--- src/rtl/cfgsr_pkg.sv ---
package cfgsr_pkg;
  localparam int R_W     = 9;
  localparam int M_W     = 10;
  localparam int T_W     = 3;
  localparam int FRAME_W = T_W + R_W + M_W;

  // First field is the most significant, i.e. the first bit on the wire.
  typedef struct packed {
    logic [T_W-1:0] tst;   // [2] bandwidth select, [1:0] test bits
    logic [R_W-1:0] r;
    logic [M_W-1:0] m;
  } frame_t;

  localparam frame_t RESET_FRAME = '{tst: 3'b100, r: 9'd1, m: 10'd32};

  function automatic frame_t shift_in(frame_t cur, logic bit_in);
    return frame_t'({cur[FRAME_W-2:0], bit_in});
  endfunction

  function automatic logic test_bits_set(frame_t f);
    return |f.tst[T_W-2:0];
  endfunction
endpackage

--- src/rtl/cfgsr_sync.sv ---
module cfgsr_sync #(
  parameter int W      = 3,
  parameter int STAGES = 2
) (
  input  logic         clk,
  input  logic         rst_n,
  input  logic [W-1:0] async_i,
  output logic [W-1:0] lvl_o,
  output logic [W-1:0] rise_o
);
  localparam int CHAIN = STAGES + 1;

  for (genvar b = 0; b < W; b++) begin : g_bit
    logic [CHAIN-1:0] chain_q;
    always_ff @(posedge clk or negedge rst_n) begin
      if (!rst_n) chain_q <= '0;
      else        chain_q <= {chain_q[CHAIN-2:0], async_i[b]};
    end
    assign lvl_o[b]  = chain_q[STAGES-1];
    assign rise_o[b] = chain_q[STAGES-1] & ~chain_q[STAGES];

    p_rise_single_r10: assert property (@(posedge clk) disable iff (!rst_n)
      rise_o[b] |=> !rise_o[b]);
  end
endmodule

--- src/rtl/cfgsr_shift.sv ---
module cfgsr_shift
  import cfgsr_pkg::*;
(
  input  logic   clk,
  input  logic   rst_n,
  input  logic   shift_en,
  input  logic   din,
  output frame_t sr_q,
  output frame_t sr_nxt
);
  assign sr_nxt = shift_in(sr_q, din);

  always_ff @(posedge clk or negedge rst_n) begin
    if (!rst_n)        sr_q <= RESET_FRAME;
    else if (shift_en) sr_q <= sr_nxt;
  end

  p_shift_lsb_r2: assert property (@(posedge clk) disable iff (!rst_n)
    shift_en |=> sr_q[0] == $past(din));
  p_shift_body_r7: assert property (@(posedge clk) disable iff (!rst_n)
    shift_en |=> sr_q[FRAME_W-1:1] == $past(sr_q[FRAME_W-2:0]));
  p_shift_idle_r2: assert property (@(posedge clk) disable iff (!rst_n)
    !shift_en |=> $stable(sr_q));
endmodule

--- src/rtl/cfgsr_hold.sv ---
module cfgsr_hold
  import cfgsr_pkg::*;
(
  input  logic   clk,
  input  logic   rst_n,
  input  logic   commit,
  input  logic   pass,
  input  frame_t sr_q,
  input  frame_t sr_nxt,
  output frame_t out_q,
  output logic   err_q
);
  always_ff @(posedge clk or negedge rst_n) begin
    if (!rst_n) begin
      out_q <= RESET_FRAME;
      err_q <= 1'b0;
    end else if (commit) begin
      out_q <= sr_q;
      err_q <= test_bits_set(sr_q);
    end else if (pass) begin
      out_q <= sr_nxt;
    end
  end

  p_commit_copy_r3: assert property (@(posedge clk) disable iff (!rst_n)
    commit |=> out_q == $past(sr_q));
  p_pass_follow_r5: assert property (@(posedge clk) disable iff (!rst_n)
    (pass && !commit) |=> out_q == sr_q);
  p_hold_r4: assert property (@(posedge clk) disable iff (!rst_n)
    (!pass && !commit) |=> $stable(out_q));
  p_err_r8: assert property (@(posedge clk) disable iff (!rst_n)
    commit |=> err_q == ($past(sr_q[FRAME_W-2]) | $past(sr_q[FRAME_W-3])));
  p_err_keep_r5: assert property (@(posedge clk) disable iff (!rst_n)
    !commit |=> $stable(err_q));
endmodule

--- src/rtl/cfgsr_top.sv ---
module cfgsr_top
  import cfgsr_pkg::*;
#(
  parameter int SYNC_STAGES = 2
) (
  input  logic           clk,
  input  logic           rst_n,
  input  logic           ser_clk,
  input  logic           ser_dat,
  input  logic           ser_ld,
  output logic [R_W-1:0] div_in_o,
  output logic [M_W-1:0] div_fb_o,
  output logic           bw_normal_o,
  output logic [1:0]     test_o,
  output logic           test_err_o
);
  localparam int IDX_DAT = 0;
  localparam int IDX_CLK = 1;
  localparam int IDX_LD  = 2;

  logic [2:0] lvl, rise;
  logic       shift_ev, commit_ev, pass_ev, dat_s;
  frame_t     sr_q, sr_nxt, out_q;

  cfgsr_sync #(.W(3), .STAGES(SYNC_STAGES)) u_sync (
    .clk    (clk),
    .rst_n  (rst_n),
    .async_i({ser_ld, ser_clk, ser_dat}),
    .lvl_o  (lvl),
    .rise_o (rise)
  );

  assign dat_s     = lvl[IDX_DAT];
  assign shift_ev  = rise[IDX_CLK];
  assign commit_ev = rise[IDX_LD];
  assign pass_ev   = shift_ev & lvl[IDX_LD];

  cfgsr_shift u_shift (
    .clk     (clk),
    .rst_n   (rst_n),
    .shift_en(shift_ev),
    .din     (dat_s),
    .sr_q    (sr_q),
    .sr_nxt  (sr_nxt)
  );

  cfgsr_hold u_hold (
    .clk   (clk),
    .rst_n (rst_n),
    .commit(commit_ev),
    .pass  (pass_ev),
    .sr_q  (sr_q),
    .sr_nxt(sr_nxt),
    .out_q (out_q),
    .err_q (test_err_o)
  );

  assign div_in_o    = out_q.r;
  assign div_fb_o    = out_q.m;
  assign bw_normal_o = out_q.tst[T_W-1];
  assign test_o      = out_q.tst[T_W-2:0];

  p_low_quiet_r2: assert property (@(posedge clk) disable iff (!rst_n)
    (!lvl[IDX_LD] && !commit_ev) |=> $stable({div_in_o, div_fb_o, bw_normal_o, test_o}));
endmodule

--- config.mk ---
export PLATFORM = sky130hd
export DESIGN_NAME = cfgsr_top
export DESIGN_NICKNAME = d
export VERILOG_FILES = /design/src/rtl/cfgsr_pkg.sv /design/src/rtl/cfgsr_sync.sv /design/src/rtl/cfgsr_shift.sv /design/src/rtl/cfgsr_hold.sv /design/src/rtl/cfgsr_top.sv
export SDC_FILE = /design/constraint.sdc
export NUM_CORES = 1
export LEC_CHECK = 0
export BUFFER_PORTS_ARGS = -buffer_cell sky130_fd_sc_hd__buf_2
export CAP_MARGIN = 20
export CORE_MARGIN = 4
export CORE_UTILIZATION = 26
export CTS_BUF_LIST = sky130_fd_sc_hd__clkbuf_4
export DETAILED_ROUTE_END_ITERATION = 8
export GPL_ROUTABILITY_DRIVEN = 0
export PLACE_DENSITY_LB_ADDON = 0.12
export SLEW_MARGIN = 5
export SYNTH_ARGS = -nofsm -noshare
export SYNTH_HDL_FRONTEND = slang
export SYNTH_SLANG_ARGS = --single-unit
--- constraint.sdc ---
create_clock -name clk -period 1.99 [get_ports clk]
set_input_delay 0.2985 -clock clk [delete_from_list [all_inputs] [get_ports clk]]
set_output_delay 0.2985 -clock clk [all_outputs]
set_load 0.01 [all_outputs]
==> results.toml <==
[grt]
grt_overflow = 0
grt_use_total_pct = 8.188
grt_pass1_wl_microns = 6672
grt_pass1_vias = 1280
grt_max_degree = 25
antenna_found_initial = 0

[logic_synthesis]
ys_top_cells_by_area = "dfrtp_1 (51%), mux2_4 (23%), mux2_2 (14%)"
yosysSeqAreaShare_pct = 57.28
avgSynthCellArea_sq_um = 17.38
synth_top_area_cell = "dfrtp_1"
yosysMostFrequentCell = "dfrtp_1"
synth_cells = 134
syn_nets = 139
synthArstFlopShare_pct = 100.0
synth.top_cell.area_share_pct = 50.51
yosysUniqueCellTypes = 17
synth_area_sq_um = 2328
synth_edf_count = 0
yosys_warnings = 0
ys_seq_elements = 53
synth_common_cells = "dfrtp_1 (47), mux2_4 (36), mux2_2 (28), dfstp_2 (6), buf_2 (3)"
synthFlopType = "dfrtp_1"

[cts]
path_clk_slew_ns = 0.14
post_cts_buffers = 0
cts_tree = "yes"
cts_root_buf = "clkbuf_4"
numCtsBuffers = 5
htreeDepth = 2
cts_buffer_depth = 2
clkSinkCount = 53
worstSkewPairLatency_ns = 0.35

[sta]
timing.hold.ws_ns = 0.03836
fin_crit_sh_pct = 79.31
rsz0062_at_grt = "false"
report.final.setup_viol = 0
relSlewSlack_pct = 71.12
fmax_mhz = 633.6
max_slew.worst_pin.slew_ns = 0.4333
skew_ns = 0.006785
fin_crit_ns = 1.578
slew_viol_final = 0
tns_ns = 0
timing.final.ws_setup_ns = 0.4117
finalHoldViolCount = 0

[routing]
routed_via_density = 4.043
wirelength_microns = 3878
antenna_left = 0
drt_pass1_iterations = 4
num_vias = 1116
drc_errors = 0
drtIter0Drc = 36
wl_per_cell_microns = 14.05

[placement]
dp.cells = 267
place_hpwl_microns = 2742
portBuffers = 27
postPlaceCellArea_sq_um = 2591
place_ws_ns = 0.4099

[setup_path]
critPathLaunchType = "flip-flop"
arrival_ns = 1.83
path_class = "reg2reg"
worstRegToRegCells = 4
critPathMaxFanout = 10
crit_required_ns = 2.24
rrSetupSlack_ns = 0.41
cp-end-kind = "flip-flop"

[power_and_ir_drop]
p_comb_share_pct = 30.3
peakVddDrop_uv = 258.9
power_mw = 3.024
p_sw_mw = 0.8272
power_density_nw_per_um2 = 1136
p_int_mw = 2.197
pwr-share-seq_pct = 53.4
leakage_nw = 1.321
power_frac_clock_pct = 16.3
switching_share_pct = 27.35

[finish]
final_util_pct = 30.52
drive_gt1_share_pct = 66.67
nets = 172
multiInputGateArea_sq_um = 913.4
regArea_sq_um = 1334
syn2layout_area_growth_pct = 14.29
final_cells = 276
nFillCells = 857
final_area_sq_um = 2661
antennaDiodeCount = 0

[floorplanning]
dieArea_sq_um = 10530
coreArea_sq_um = 8721
initial_utilization_pct = 26.70
dieHeight_microns = 102.6
die_w_microns = 102.6
num_rows = 34
boundaryPins = 28

[hold_path]
min_path_type = "in2reg"
hold-path-cell-count = 1

[job]
drv_cap = 0

[outcome]
outcome = "finished clean"
-- flip-flops by register name, summed over array words and instances, names as in the netlist --
name                  count
u_hold.out_q             22
u_hold.err_q              1
u_sync.g_bit.chain_q      8
u_shift.sr_q              1
u_shift.sr_nxt           21
-- worst max-delay path, cell delays in order (launching register included) --
cell,delay [ns]
dfrtp_1,0.42
nand2b_1,0.19
buf_4,0.26
mux2_2,0.35
mux2_2,0.26
-- kinds of logic (layout without fill, tap and decap cells) --
kind of cell | after synthesis | count (layout) | share of synthesized area [%]
AO/OA/AOI/OAI | 2 | 2 | 0.5373
buffers and inverters | 9 | 43 | 3.600
flip-flops | 53 | 53 | 57.28
AND/OR/NAND/NOR | 4 | 4 | 0.8598
multiplexers | 66 | 66 | 37.72
-- power by group through the flow --
stage | combinational [mW] | clock, mW | sequential [mW]
after detailed placement | 0.942 | 0 | 1.65
after global placement | 0.927 | 0 | 1.63
after CTS | 0.945 | 0.533 | 1.62
after global routing | 1.01 | 0.565 | 1.67
final | 0.917 | 0.493 | 1.61
after floorplan | 0.620 | 0 | 1.66
-- final cells by class --
| type | instances | share of cell area [%] |
|---|---|---|
| Sequential cell | 53 | 50.12 |
| Multi-Input combinational cell | 72 | 34.32 |
| Timing Repair Buffer | 34 | 8.086 |
| Tap cell | 108 | 5.078 |
| Clock buffer | 8 | 2.257 |
| Inverter | 1 | 0.1410 |
-- timing repair --
item,4_1_cts,5_1_grt
hold endpoints to repair,12,0
gates resized for setup,0,0
hold buffers,1,0
-- layout by cell type, fill, tap and decap left out --
cell type / n
dfstp_2: 6
nand2b_1: 1
buf_12: 2
buf_4: 4
mux2_2: 28
inv_1: 1
nand2_1: 1
nor2b_2: 1
clkbuf_4: 8
o21ai_0: 1
dlygate4sd3_1: 1
buf_2: 27
dfrtp_1: 47
mux2_4: 36
o21a_1: 1
nor2_1: 1
mux2_1: 2
-- routing by layer --
layer	wire (microns)	share of wire, %	vias up	GRT usage [%]
met5	0	0	-	0
met4	35	0.90	0	3.027
met3	219	5.6	4	2.909
met2	1878	48	21	13.56
met1	1745	45	560	9.797
li1	-	-	531	-
-- path summary, 6_finish.rpt --
| path | startpoint | endpoint |
|---|---|---|
| max in group asynchronous | rst_n | u_shift.sr_q[21]$_DFFE_PN1P_ |
| hold reg to reg | u_sync.g_bit[0].chain_q[0]$_DFF_PN0_ | u_sync.g_bit[0].chain_q[1]$_DFF_PN0_ |
| hold / removal | ser_dat | u_sync.g_bit[0].chain_q[0]$_DFF_PN0_ |
| min in group asynchronous | rst_n | u_hold.out_q[11]$_DFFE_PN0P_ |
| setup reg to reg | u_sync.g_bit[2].chain_q[1]$_DFF_PN0_ | u_hold.out_q[15]$_DFFE_PN0P_ |
| setup / recovery | u_sync.g_bit[2].chain_q[1]$_DFF_PN0_ | u_hold.out_q[15]$_DFFE_PN0P_ |
No activity file was read; power rests on OpenSTA's default activity.
